--- src/rtl/sc_nack_pkg.sv ---
package sc_nack_pkg;

    typedef enum logic [2:0] {
        ST_IDLE  = 3'd0,
        ST_START = 3'd1,
        ST_DATA  = 3'd2,
        ST_PAR   = 3'd3,
        ST_STOP  = 3'd4
    } sc_state_e;

endpackage

--- src/rtl/sc_vote3.sv ---
module sc_vote3 (
    input  logic clk,
    input  logic rst_n,
    input  logic sample_en,
    input  logic din,
    output logic vote
);
    logic [2:0] smp_d, smp_q;

    always_comb begin
        smp_d = smp_q;
        if (sample_en) begin
            smp_d = {smp_q[1:0], din};
        end
    end

    always_ff @(posedge clk or negedge rst_n) begin
        if (!rst_n) begin
            smp_q <= 3'b111;
        end else begin
            smp_q <= smp_d;
        end
    end

    // 2-of-3 majority over the last three captured samples
    assign vote = (smp_q[0] & smp_q[1]) | (smp_q[0] & smp_q[2]) | (smp_q[1] & smp_q[2]);

endmodule

--- src/rtl/sc_frame_fsm.sv ---
module sc_frame_fsm
    import sc_nack_pkg::*;
#(
    parameter int DATA_W = 8,
    parameter int OSR    = 16
) (
    input  logic              clk,
    input  logic              rst_n,
    input  logic              tick_en,
    input  logic [DATA_W-1:0] tx_data,
    input  logic              tx_valid,
    output logic              tx_ready,
    input  logic              nack_en,
    input  logic              vote,
    output logic              sample_en,
    output logic              line_oe,
    output logic              frame_done,
    output logic              nack_error,
    output logic              echo_error
);
    localparam int STOP_T = OSR + OSR / 2;
    localparam int CNT_W  = $clog2(STOP_T);
    localparam int IDX_W  = (DATA_W > 1) ? $clog2(DATA_W) : 1;
    localparam logic [CNT_W-1:0] BIT_LAST  = CNT_W'(OSR - 1);
    localparam logic [CNT_W-1:0] STOP_LAST = CNT_W'(STOP_T - 1);
    localparam logic [CNT_W-1:0] MID_LO    = CNT_W'(OSR / 2 - 1);
    localparam logic [CNT_W-1:0] MID_HI    = CNT_W'(OSR / 2 + 1);
    localparam logic [CNT_W-1:0] NAK_LO    = CNT_W'(OSR - 1);
    localparam logic [CNT_W-1:0] NAK_HI    = CNT_W'(OSR + 1);
    localparam logic [IDX_W-1:0] IDX_LAST  = IDX_W'(DATA_W - 1);

    typedef struct packed {
        sc_state_e         state;
        logic [CNT_W-1:0]  tick;
        logic [IDX_W-1:0]  idx;
        logic [DATA_W-1:0] shreg;
        logic              par;
        logic              nak_en;
        logic              echo_acc;
        logic              done;
        logic              nak_out;
        logic              echo_out;
    } fsm_t;

    fsm_t d, q;
    logic last_tick;

    always_comb begin
        d          = q;
        d.done     = 1'b0;
        d.nak_out  = 1'b0;
        d.echo_out = 1'b0;
        last_tick  = (q.state == ST_STOP) ? (q.tick == STOP_LAST) : (q.tick == BIT_LAST);

        if (q.state == ST_IDLE) begin
            if (tx_valid) begin
                d.state    = ST_START;
                d.tick     = '0;
                d.idx      = '0;
                d.shreg    = tx_data;
                d.par      = ^tx_data;
                d.nak_en   = nack_en;
                d.echo_acc = 1'b0;
            end
        end else if (tick_en) begin
            if (!last_tick) begin
                d.tick = q.tick + 1'b1;
            end else begin
                d.tick = '0;
                case (q.state)
                    ST_START: d.state = ST_DATA;
                    ST_DATA: begin
                        d.echo_acc = q.echo_acc | (vote != q.shreg[0]);
                        d.shreg    = q.shreg >> 1;
                        if (q.idx == IDX_LAST) begin
                            d.state = ST_PAR;
                        end else begin
                            d.idx = q.idx + 1'b1;
                        end
                    end
                    ST_PAR: begin
                        d.echo_acc = q.echo_acc | (vote != q.par);
                        d.state    = ST_STOP;
                    end
                    ST_STOP: begin
                        d.state    = ST_IDLE;
                        d.done     = 1'b1;
                        d.nak_out  = q.nak_en & ~vote;
                        d.echo_out = q.echo_acc;
                    end
                    default: d.state = ST_IDLE;
                endcase
            end
        end
    end

    always_ff @(posedge clk or negedge rst_n) begin
        if (!rst_n) begin
            q <= '{state: ST_IDLE, default: '0};
        end else begin
            q <= d;
        end
    end

    always_comb begin
        sample_en = 1'b0;
        if (tick_en) begin
            if (q.state == ST_STOP) begin
                sample_en = (q.tick >= NAK_LO) && (q.tick <= NAK_HI);
            end else if (q.state == ST_DATA || q.state == ST_PAR) begin
                sample_en = (q.tick >= MID_LO) && (q.tick <= MID_HI);
            end
        end
    end

    assign line_oe    = (q.state == ST_START) ||
                        (q.state == ST_DATA && !q.shreg[0]) ||
                        (q.state == ST_PAR  && !q.par);
    assign tx_ready   = (q.state == ST_IDLE);
    assign frame_done = q.done;
    assign nack_error = q.nak_out;
    assign echo_error = q.echo_out;

    assert_idle_released_R1: assert property (@(posedge clk) disable iff (!rst_n)
        tx_ready |-> !line_oe);

    assert_accept_busy_R2: assert property (@(posedge clk) disable iff (!rst_n)
        (tx_valid && tx_ready) |=> !tx_ready);

    assert_stop_released_R5: assert property (@(posedge clk) disable iff (!rst_n)
        (q.state == ST_STOP) |-> !line_oe);

    assert_done_single_R6: assert property (@(posedge clk) disable iff (!rst_n)
        frame_done |=> !frame_done);

    assert_hold_between_ticks_R11: assert property (@(posedge clk) disable iff (!rst_n)
        (!tx_ready && !tick_en) |=> $stable(line_oe));

    assert_results_with_done_R12: assert property (@(posedge clk) disable iff (!rst_n)
        (nack_error || echo_error) |-> frame_done);

endmodule

--- src/rtl/sc_nack_tx.sv ---
module sc_nack_tx #(
    parameter int DATA_W = 8,
    parameter int OSR    = 16
) (
    input  logic              clk,
    input  logic              rst_n,
    input  logic              tick_en,
    input  logic [DATA_W-1:0] tx_data,
    input  logic              tx_valid,
    output logic              tx_ready,
    input  logic              nack_en,
    input  logic              line_in,
    output logic              line_oe,
    output logic              frame_done,
    output logic              nack_error,
    output logic              echo_error
);
    logic sample_en;
    logic vote;

    sc_vote3 u_vote (
        .clk       (clk),
        .rst_n     (rst_n),
        .sample_en (sample_en),
        .din       (line_in),
        .vote      (vote)
    );

    sc_frame_fsm #(
        .DATA_W (DATA_W),
        .OSR    (OSR)
    ) u_fsm (
        .clk        (clk),
        .rst_n      (rst_n),
        .tick_en    (tick_en),
        .tx_data    (tx_data),
        .tx_valid   (tx_valid),
        .tx_ready   (tx_ready),
        .nack_en    (nack_en),
        .vote       (vote),
        .sample_en  (sample_en),
        .line_oe    (line_oe),
        .frame_done (frame_done),
        .nack_error (nack_error),
        .echo_error (echo_error)
    );

endmodule

--- config.mk ---
export PLATFORM = sky130hd
export DESIGN_NAME = sc_nack_tx
export DESIGN_NICKNAME = d
export VERILOG_FILES = /design/src/rtl/sc_nack_pkg.sv /design/src/rtl/sc_vote3.sv /design/src/rtl/sc_frame_fsm.sv /design/src/rtl/sc_nack_tx.sv
export SDC_FILE = /design/constraint.sdc
export NUM_CORES = 1
export LEC_CHECK = 0
export CELL_PAD_IN_SITES_DETAIL_PLACEMENT = 1
export CELL_PAD_IN_SITES_GLOBAL_PLACEMENT = 1
export CORE_MARGIN = 3
export CORE_UTILIZATION = 42
export CTS_CLUSTER_DIAMETER = 80
export DETAILED_ROUTE_END_ITERATION = 6
export PLACE_DENSITY = 0.89
export SETUP_SLACK_MARGIN = 0.15
export SYNTH_ARGS = -nofsm -noshare
export SYNTH_HDL_FRONTEND = slang
export SYNTH_SLANG_ARGS = --single-unit
export TNS_END_PERCENT = 100
--- constraint.sdc ---
create_clock -name clk -period 2.9 [get_ports clk]
set_clock_uncertainty 0.15 [all_clocks]
set_input_delay 0.58 -clock clk [delete_from_list [all_inputs] [get_ports clk]]
set_output_delay 0.58 -clock clk [all_outputs]
set_load 0.02 [all_outputs]
After elaboration in Yosys (flattened, before gate mapping)

Cells that the tools add are included.

Output and inout port bits: 5
Register bits: 28
Word-level logic and storage cells: 79

Equal/unequal tests: 12
Mux-type cells: 20
Order comparisons: 4
Reduce and logical (&&, ||, !) cells: 21
$add $sub $neg: 2
Bitwise gates (word level): 9

Operators with widths:

| cell                  | count |
|---|---|
| $mux W19              | 2 |
| $mux W11              | 2 |
| $mux W22              | 1 |
| $mux W3               | 5 |
| $reduce_and A4 Y1     | 3 |
| $pmux W3 S3           | 1 |
| $mux W4               | 2 |
| $reduce_xor A8 Y1     | 1 |
| $eq A3 B2 Y1 const B  | 2 |
| $eq A3 B3 Y1 const B  | 2 |
| $reduce_bool A2 Y1    | 3 |
| $add A5 B1 Y5 const B | 1 |
| $eq A5 B4 Y1 const B  | 1 |
| $eq A5 B5 Y1 const B  | 1 |
| $ge A5 B3 Y1 const B  | 1 |
| $ge A5 B4 Y1 const B  | 1 |
| $le A5 B4 Y1 const B  | 1 |
| $le A5 B5 Y1 const B  | 1 |
| $mux W1               | 5 |
| $mux W5               | 1 |
| $reduce_and A5 Y1     | 1 |
| $and A1 B1 Y1         | 4 |
| $logic_and A1 B1 Y1   | 4 |
| $ne A2 B2 Y1 const B  | 2 |
| 12 further kinds      | 20 |

Logic depth before layout (Yosys ltp)

Gate-level depths: netlist of the first run.

Depth in word-level cells: 9
Mapped depth: 8
Mapped depth without buffers: 7

Cells and area by module

From an unflattened synthesis of the first run, not the netlist that was laid out.

Cells, all modules: 178
Area total of the unflattened synthesis: 1656.6 µm²

Modules (own cells, without submodules):

| module       | cells each | area an instance (µm²) | instances |
|---|---|---|---|
| sc_frame_fsm | 171        | 1532.7                 | 1 |
| sc_vote3     | 7          | 123.9                  | 1 |

Worst setup path after synthesis of the first run

No wires, ideal clock.

Kind: reg2reg
Start point: register u_fsm.q[17] (netlist bit)
End point: register u_fsm.q[22] (netlist bit)
Data arrival time: 1.815 ns
Clock period less this slack: 2.091 ns
Cell stages (with the launch flop): 8
Setup time: 0.126 ns
Path slack: 0.809 ns
Data required time: 2.624 ns
Path through: dfrtp_1 ha_1 and3_1 ha_1 o21ai_0 o31ai_4 and2_1 o311a_1

Word-level cells in the longest chain between the ends: 4
Elaborated cells on any way between the ends: 5
Classes of those cells: eq/ne: 2; mux: 1; reduce/logical: 2

RTL lines:

| what                                         | RTL line            | source |
|---|---|---|
| start: declaration                           | sc_frame_fsm.sv:45  | `fsm_t d, q;` |
| start signal: assignment                     | sc_frame_fsm.sv:99  | `q <= '{state: ST_IDLE, default: '0};` |
| start signal: assignment                     | sc_frame_fsm.sv:101 | `q <= d;` |
| $eq A5 B4 Y1 or $eq A5 B5 Y1 (tied branches) | sc_frame_fsm.sv:53  | `last_tick = (q.state == ST_STOP) ? (q.tick == STOP_LAST) : (q.tick == BIT_LAST);` |
| $mux W1 *                                    | sc_frame_fsm.sv:53  |  |
| $reduce_bool A2 Y1 (no line) *               | n/a                 |  |
| $reduce_and A4 Y1 (no line) *                | n/a                 |  |

Every way passes the cells marked *; elsewhere a longest branch is shown, timed or not.
A chain may end at the register's enable or synchronous reset.

Worst setup path in the final report of the first run

Start point: register u_fsm.q[23] (netlist bit)
End point: output tx_ready

Word-level cells in the longest chain between the ends: 1

RTL lines:

| what             | RTL line            | source |
|---|---|---|
| $logic_not A3 Y1 | sc_frame_fsm.sv:119 | `assign tx_ready = (q.state == ST_IDLE);` |
| end: declaration | sc_nack_tx.sv:10    | `output logic tx_ready,` |

No other way between the ends.

==> results of run 1 <==
[sequential cells by signal, summed over array words and instances, names as in the netlist]
register,flops
u_fsm.q,22
u_vote.smp_q,3
u_fsm.nack_error,1
u_fsm.frame_done,1
u_fsm.echo_error,1
[cells by family after synthesis]
kind of cell | after synthesis
and+or+nand+nor | 75
DFF | 28
AOI/OAI and AO/OA | 37
xor gates and xnor gates | 8
buffers and inverters | 17
muxes | 5
adders and majority gates | 6
[per-layer routing]
metal / GRT usage / part of all wire / up-vias
li1: - / - / 678
met1: 0.245 / 0.43 / 732
met2: 0.385 / 0.52 / 36
met3: 0.0246 / 0.028 / 11
met4: 0.102 / 0.026 / 0
met5: 0 / 0 / -
[Yosys cell counts, drive strengths merged, types with 5 or more instances]
cell type and count:
xnor2 7, nand4 10, dfrtp 25, clkbuf 5
ha 5, inv 7, nand2b 8, nor2 14
a31oi 8, nand2 17, buf 5, nand3 12
[report_power, final]
part / switching [mW] / leakage [nW] / internal [mW]
registers: 0.151 / 0.342 / 0.528
clock network: 0.125 / 0.0357 / 0.185
logic: 0.363 / 0.438 / 0.288
[worst register-to-register path, stage by stage (launching register included)]
cell and delay [ps]:
dfrtp_1 470, ha_1 290, and3_1 200, ha_1 240
o21ai_0 170, o31ai_4 150, and2_1 230, o311a_1 300
[stage by stage]
step	hold slack (ps)	utilization	cell area, µm²	std cells	power, mW
CTS	348	0.524	1950	242	1.65
detailed placement	333	0.504	1870	238	1.33
finish	342	0.524	1950	242	1.64
global placement	307	0.504	1870	238	1.27
global route	369	0.524	1950	242	1.78
floorplan	134	-	1630	176	1.12
[layout make-up]
cell class	count	area share
Clock buffer	3	0.0212
Clock inverter	1	0.0154
Inverter	7	0.0135
Multi-Input combinational cell	131	0.441
Sequential cell	28	0.362
Tap cell	48	0.0308
Timing Repair Buffer	24	0.116
[worst min-delay path by stage]
stage / startpoint / end / slack (ps) / cells past startpoint
detailed placement: u_fsm.q[14]$_DFFE_PN0P_ / u_fsm.q[14]$_DFFE_PN0P_ / 330 / 1
global placement: u_fsm.q[3]$_DFFE_PN0P_ / u_fsm.q[3]$_DFFE_PN0P_ / 310 / 2
global route: u_fsm.q[3]$_DFFE_PN0P_ / u_fsm.q[3]$_DFFE_PN0P_ / 370 / 2
finish: u_fsm.q[14]$_DFFE_PN0P_ / u_fsm.q[14]$_DFFE_PN0P_ / 340 / 1
CTS: u_fsm.q[14]$_DFFE_PN0P_ / u_fsm.q[14]$_DFFE_PN0P_ / 350 / 1
floorplan: rst_n / u_fsm.echo_error$_DFF_PN0_ / 130 / 0
[cells in the final DEF, fill, tap and decap left out, types with 2 or more instances in the layout]
cell type	instances
nand3_1	12
and2_1	3
nand4_1	10
and3_1	2
nor3_1	4
dfrtp_1	24
clkdlybuf4s50_1	18
inv_1	7
or3_1	2
o22ai_1	2
a211oi_1	2
a31oi_1	8
o21ai_0	3
a21oi_1	4
xnor2_1	7
ha_1	5
dfstp_2	3
nand2b_1	8
nand2_1	17
o221ai_1	3
o2bb2ai_1	3
mux2i_1	4
nor2_1	14
buf_4	6
clkbuf_8	3
[repair_timing]
action,4_1_cts,5_1_grt
setup endpoints to repair,0,1
setup buffers,0,0
endpoints found under the hold margin,0,0
resized for setup,0,1
==> impl_metrics.csv, run 1 <==
group,metric,value,unit
detailed_routing,vias,1457,
synth,ys_seq_area_frac,0.431,
synth,synth_xor_area_frac,0.0429,
worst_setup_path,critPathBufInv,2,
detailed_routing,drc,0,
worst_setup_path,r2r-end,"u_fsm.q[22]$_DFFE_PN0P_",
global_route,overflow,0,
finish,regArea,706,µm²
die,num_rows,22,
synth,synthAdderAreaFrac,0.0444,
worst_setup_path,crit_path_max_fanout,12,
worst_setup_path,crit_chain,"or3_1, inv_1, clkdlybuf4s50_1",
placed_design,port_buffers,18,
die,ios,19,
timing,min_period,2620,ps
clock_network,hold_buffers,0,
finish,fillerInstances,447,
placed_design,pre_cts_ws,561,ps
worst_setup_path,cp.required,2170,ps
timing,report.final.slew_viol_count,0,
timing,setup-tns-final,0,ps
detailed_routing,ant_nets,0,
synth,yosys_warnings,0,
finish,areaGrowthSynthToFinish,19.1,%
clock_network,htreeDepth,1,
die,dieHeight,68.4,µm
timing,final.period_utilization,0.904,
synth,synthesis.area,1630,µm²
timing,timing.final.ws_setup,279,ps
worst_setup_path,worstPathArrival,1890,ps
die,core,3720,µm²
synth,yosys.area.top_type_share,0.383,
timing,worstMarginPinSlew,480,ps
global_route,antenna_found_initial,0,
power,power_per_cell_area,842,nW/µm²
status,status,"complete, no violations",
worst_setup_path,startpoint,"u_fsm.q[23]$_DFFE_PN0P_",
placed_design,dp_hpwl,3.17,mm
synth,synthSimpleGateAreaFrac,0.232,
worst_setup_path,r2r-start,"u_fsm.q[17]$_DFFE_PN0P_",
detailed_routing,routed_via_density,6.02,
clock_network,cts_buffers,3,
finish,diodes,0,
detailed_routing,wl,4.23,mm
global_route,grt_max_degree,29,
global_route,gr-usage-all-layers,0.212,
worst_setup_path,worst-setup-path-type,"flop to output port",
synth,yosys-top-cells-area,"dfrtp_1, dfstp_2, nand2_1",
die,die_x,68.4,µm
power,ir_drop,0.000365,V
global_route,grt_pass1_vias,1591,
detailed_routing,wl_per_cell,17.5,µm
die,initial_core_util,0.440,
clock_network,cts_sinks,28,
worst_setup_path,crit_cells,3,
synth,syn-mean-instance-area,9.28,µm²
synth,synth_top_family_by_area,"simple AND/OR/NAND/NOR gates",
power,leakagePower,0.816,nW
worst_setup_path,reg2reg_slack,590,ps
run,max-cap-violations,0,
clock_network,clockRootBuffer,"clkbuf_8",
synth,synth_nets,195,
timing,setup_viol,0,
worst_setup_path,crit_end,"tx_ready",
placed_design,gp_congestion,0.809,
synth,async_reset_ff_frac,1.00,
die,die-area,4680,µm²
clock_network,clock_path_buffers,2,
hold_path,hold_path.class,"flop to flop",
synth,yosysUniqueCellTypes,44,
finish,drive_gt1_frac,0.103,
worst_setup_path,cp_top_family,"buffers and inverters",
worst_setup_path,critical_path.startpoint_type,"flop",
worst_setup_path,r2r_cells,7,
timing,max_freq,0.381,GHz
finish,finalNetCount,214,
clock_network,cts.clk_slew.worst_paths,100,ps
global_route,grt_first_pass_wirelength,7.40,mm
finish,multi_input_area,858,µm²
clock_network,clk_latency,280,ps
synth,synth-edff-count,0,
synth,synth-compound-area-share,0.175,
timing,finalHoldViolCount,0,
synth,synthMuxAreaShare,0.0314,
worst_setup_path,critical-path-max-stage-delay,610,ps
worst_setup_path,slowest_stage,"clkdlybuf4s50_1",
synth,synth_cells,176,
detailed_routing,first_pass_iters,4,
synth,synth-main-ff-cell,"dfrtp_1",
detailed_routing,drt-initial-drc-count,75,
synth,ys_ff_latch,28,
timing,rsz0062_at_grt,"false",
synth,yosys.area.top_type,"dfrtp_1",
timing,maxSlewHeadroom,0.679,
worst_setup_path,crit_path_end_kind,"output port",
clock_network,cts_tree,"yes",
(Power assumes the default switching activity.)
==> inputs of run 2 (changes only) <==
SETUP_SLACK_MARGIN = 0.05   (was 0.15)
==> run 2 against run 1 <==
Against the previous run: critical path depth is the same; non-clock buffer count stayed put; hold slack about the same; via count increased by 1.2%; critical path type unchanged.
==> impl_metrics.csv, run 2 (synthesized netlist as in run 1, its figures left out) <==
group,metric,value,unit
status,status,"complete, no violations",
power,p_int,1.00,mW
worst_setup_path,critical-path-max-stage-delay,610,ps
finish,drive_gt1_frac,0.0979,
worst_setup_path,worst-setup-path-type,"flop to output port",
clock_network,cts_buffers,3,
worst_setup_path,r2r_cells,7,
finish,mostFrequentLayoutCell,"dfrtp_1",
worst_setup_path,crit_path_end_kind,"output port",
hold_path,min_to,"u_fsm.q[14]$_DFFE_PN0P_",
global_route,antenna_found_initial,0,
die,num_rows,22,
placed_design,dp_hpwl,3.17,mm
power,p_sw_frac,0.390,
detailed_routing,ant_nets,0,
detailed_routing,routed_via_density,6.10,
worst_setup_path,crit_chain,"or3_1, inv_1, clkdlybuf4s50_1",
power,ir_drop,0.000364,V
placed_design,pre_cts_ws,561,ps
finish,areaGrowthSynthToFinish,19.1,%
detailed_routing,wl_per_cell,17.5,µm
hold_path,worstHoldPathCells,1,
power,power.switching,0.639,mW
die,dieHeight,68.4,µm
worst_setup_path,r2r-start,"u_fsm.q[17]$_DFFE_PN0P_",
placed_design,post_dp_cell_area,1870,µm²
die,ios,19,
finish,fillerInstances,448,
worst_setup_path,crit_path_max_fanout,12,
run,max-cap-violations,0,
clock_network,clock_path_buffers,2,
clock_network,cts_sinks,28,
worst_setup_path,critical_path.startpoint_type,"flop",
clock_network,hold_buffers,0,
power,power_per_cell_area,842,nW/µm²
timing,report.final.slew_viol_count,0,
timing,timing.final.ws_setup,236,ps
worst_setup_path,r2r-end,"u_fsm.q[22]$_DFFE_PN0P_",
hold_path,min_from,"u_fsm.q[14]$_DFFE_PN0P_",
global_route,overflow,0,
placed_design,port_buffers,18,
timing,final.period_utilization,0.919,
finish,stdcell_area,1950,µm²
clock_network,post_cts_resize_count,0,
timing,finalHoldViolCount,0,
timing,rsz0062_at_grt,"false",
clock_network,htreeDepth,1,
worst_setup_path,cp.required,2170,ps
worst_setup_path,slowest_stage,"clkdlybuf4s50_1",
detailed_routing,drt-initial-drc-count,88,
worst_setup_path,cp_top_family,"buffers and inverters",
clock_network,cts.clk_slew.worst_paths,100,ps
finish,reg.largest.list,"u_fsm.q x22, u_vote.smp_q x3",
die,die-area,4680,µm²
timing,max_freq,0.375,GHz
finish,diodes,0,
power,seqPwrFrac,0.414,
finish,finalNetCount,214,
global_route,grt_first_pass_wirelength,7.40,mm
global_route,grt_max_degree,29,
power,power,1.64,mW
detailed_routing,vias,1475,
global_route,grt_pass1_vias,1591,
placed_design,gp_congestion,0.809,
die,initial_core_util,0.440,
timing,min_period,2660,ps
die,die_x,68.4,µm
worst_setup_path,critPathBufInv,2,
clock_network,cts_tree,"yes",
finish,largest_reg_flops,22,
timing,setup_viol,0,
clock_network,clockRootBuffer,"clkbuf_8",
finish,most-common-layout-cells,"dfrtp_1, clkdlybuf4s50_1, nand2_1",
detailed_routing,first_pass_iters,4,
finish,instances_no_fill,242,
global_route,gr-usage-all-layers,0.212,
clock_network,postCtsSetupBuffers,0,
finish,regMostFlops,"u_fsm.q",
power,combPwrFrac,0.398,
die,core,3720,µm²
clock_network,clk_latency,280,ps
worst_setup_path,reg2reg_slack,580,ps
power,clkPwrFrac,0.189,
timing,worstMarginPinSlew,465,ps
timing,maxSlewHeadroom,0.689,
detailed_routing,wl,4.25,mm
placed_design,placedCellCount,238,
power,leakagePower,0.817,nW
detailed_routing,drc,0,
timing,setup-tns-final,0,ps
worst_setup_path,worstPathArrival,1930,ps
hold_path,hold_path.class,"flop to flop",
-- run 2: cell counts in the layout (fill, tap and decap cells not counted) --
Identical to the previous run, type by type.
-- run 2: worst reg2reg max path, delay by kind of cell (launching register included) --
family / cells / cell delay [ps]
DFF: 1 / 470
adders and majority gates: 2 / 530
and+or+nand+nor: 2 / 430
AOI/OAI and AO/OA: 3 / 620
-- run 2: worst max path at each step --
| stage | startpoint | to | cells after the start |
|---|---|---|---|
| final | u_fsm.q[23]$_DFFE_PN0P_ | tx_ready | 3 |
| after global routing | u_fsm.q[23]$_DFFE_PN0P_ | tx_ready | 3 |
| after CTS | u_fsm.q[23]$_DFFE_PN0P_ | tx_ready | 3 |
| after detailed placement | u_fsm.q[23]$_DFFE_PN0P_ | tx_ready | 3 |
| after global placement | u_fsm.q[23]$_DFFE_PN0P_ | tx_ready | 3 |
| after floorplan | u_fsm.q[17]$_DFFE_PN0P_ | u_fsm.q[22]$_DFFE_PN0P_ | 7 |
-- run 2: area by class of cell --
class / count / area [µm²] / share of cell area
clock inverter: 1 / 30.0 / 0.0154
multi-input combinational: 131 / 858 / 0.441
tap: 48 / 60.1 / 0.0309
sequential: 28 / 704 / 0.362
clock buffer: 3 / 41.3 / 0.0212
timing repair buffer: 24 / 225 / 0.116
inverter: 7 / 26.3 / 0.0135
-- run 2: per-stage QoR --
step	utilization	hold slack (ps)
floorplan	-	134
global placement	0.504	307
detailed placement	0.504	333
CTS	0.524	348
global route	0.524	369
finish	0.524	342
-- run 2: metal layers --
metal,global-route usage,wire [µm],share of wire
met4,0.102,99,0.023
met5,0,0,0
met1,0.245,1760,0.42
met3,0.0246,148,0.035
met2,0.385,2230,0.53
-- run 2: power by group through the flow --
stage | sequential [mW] | clock, mW | combinational, mW
after floorplan | 0.615 | 0 | 0.507
after global placement | 0.665 | 0 | 0.606
after detailed placement | 0.684 | 0 | 0.648
after CTS | 0.678 | 0.321 | 0.655
after global routing | 0.701 | 0.338 | 0.741
final | 0.678 | 0.309 | 0.652
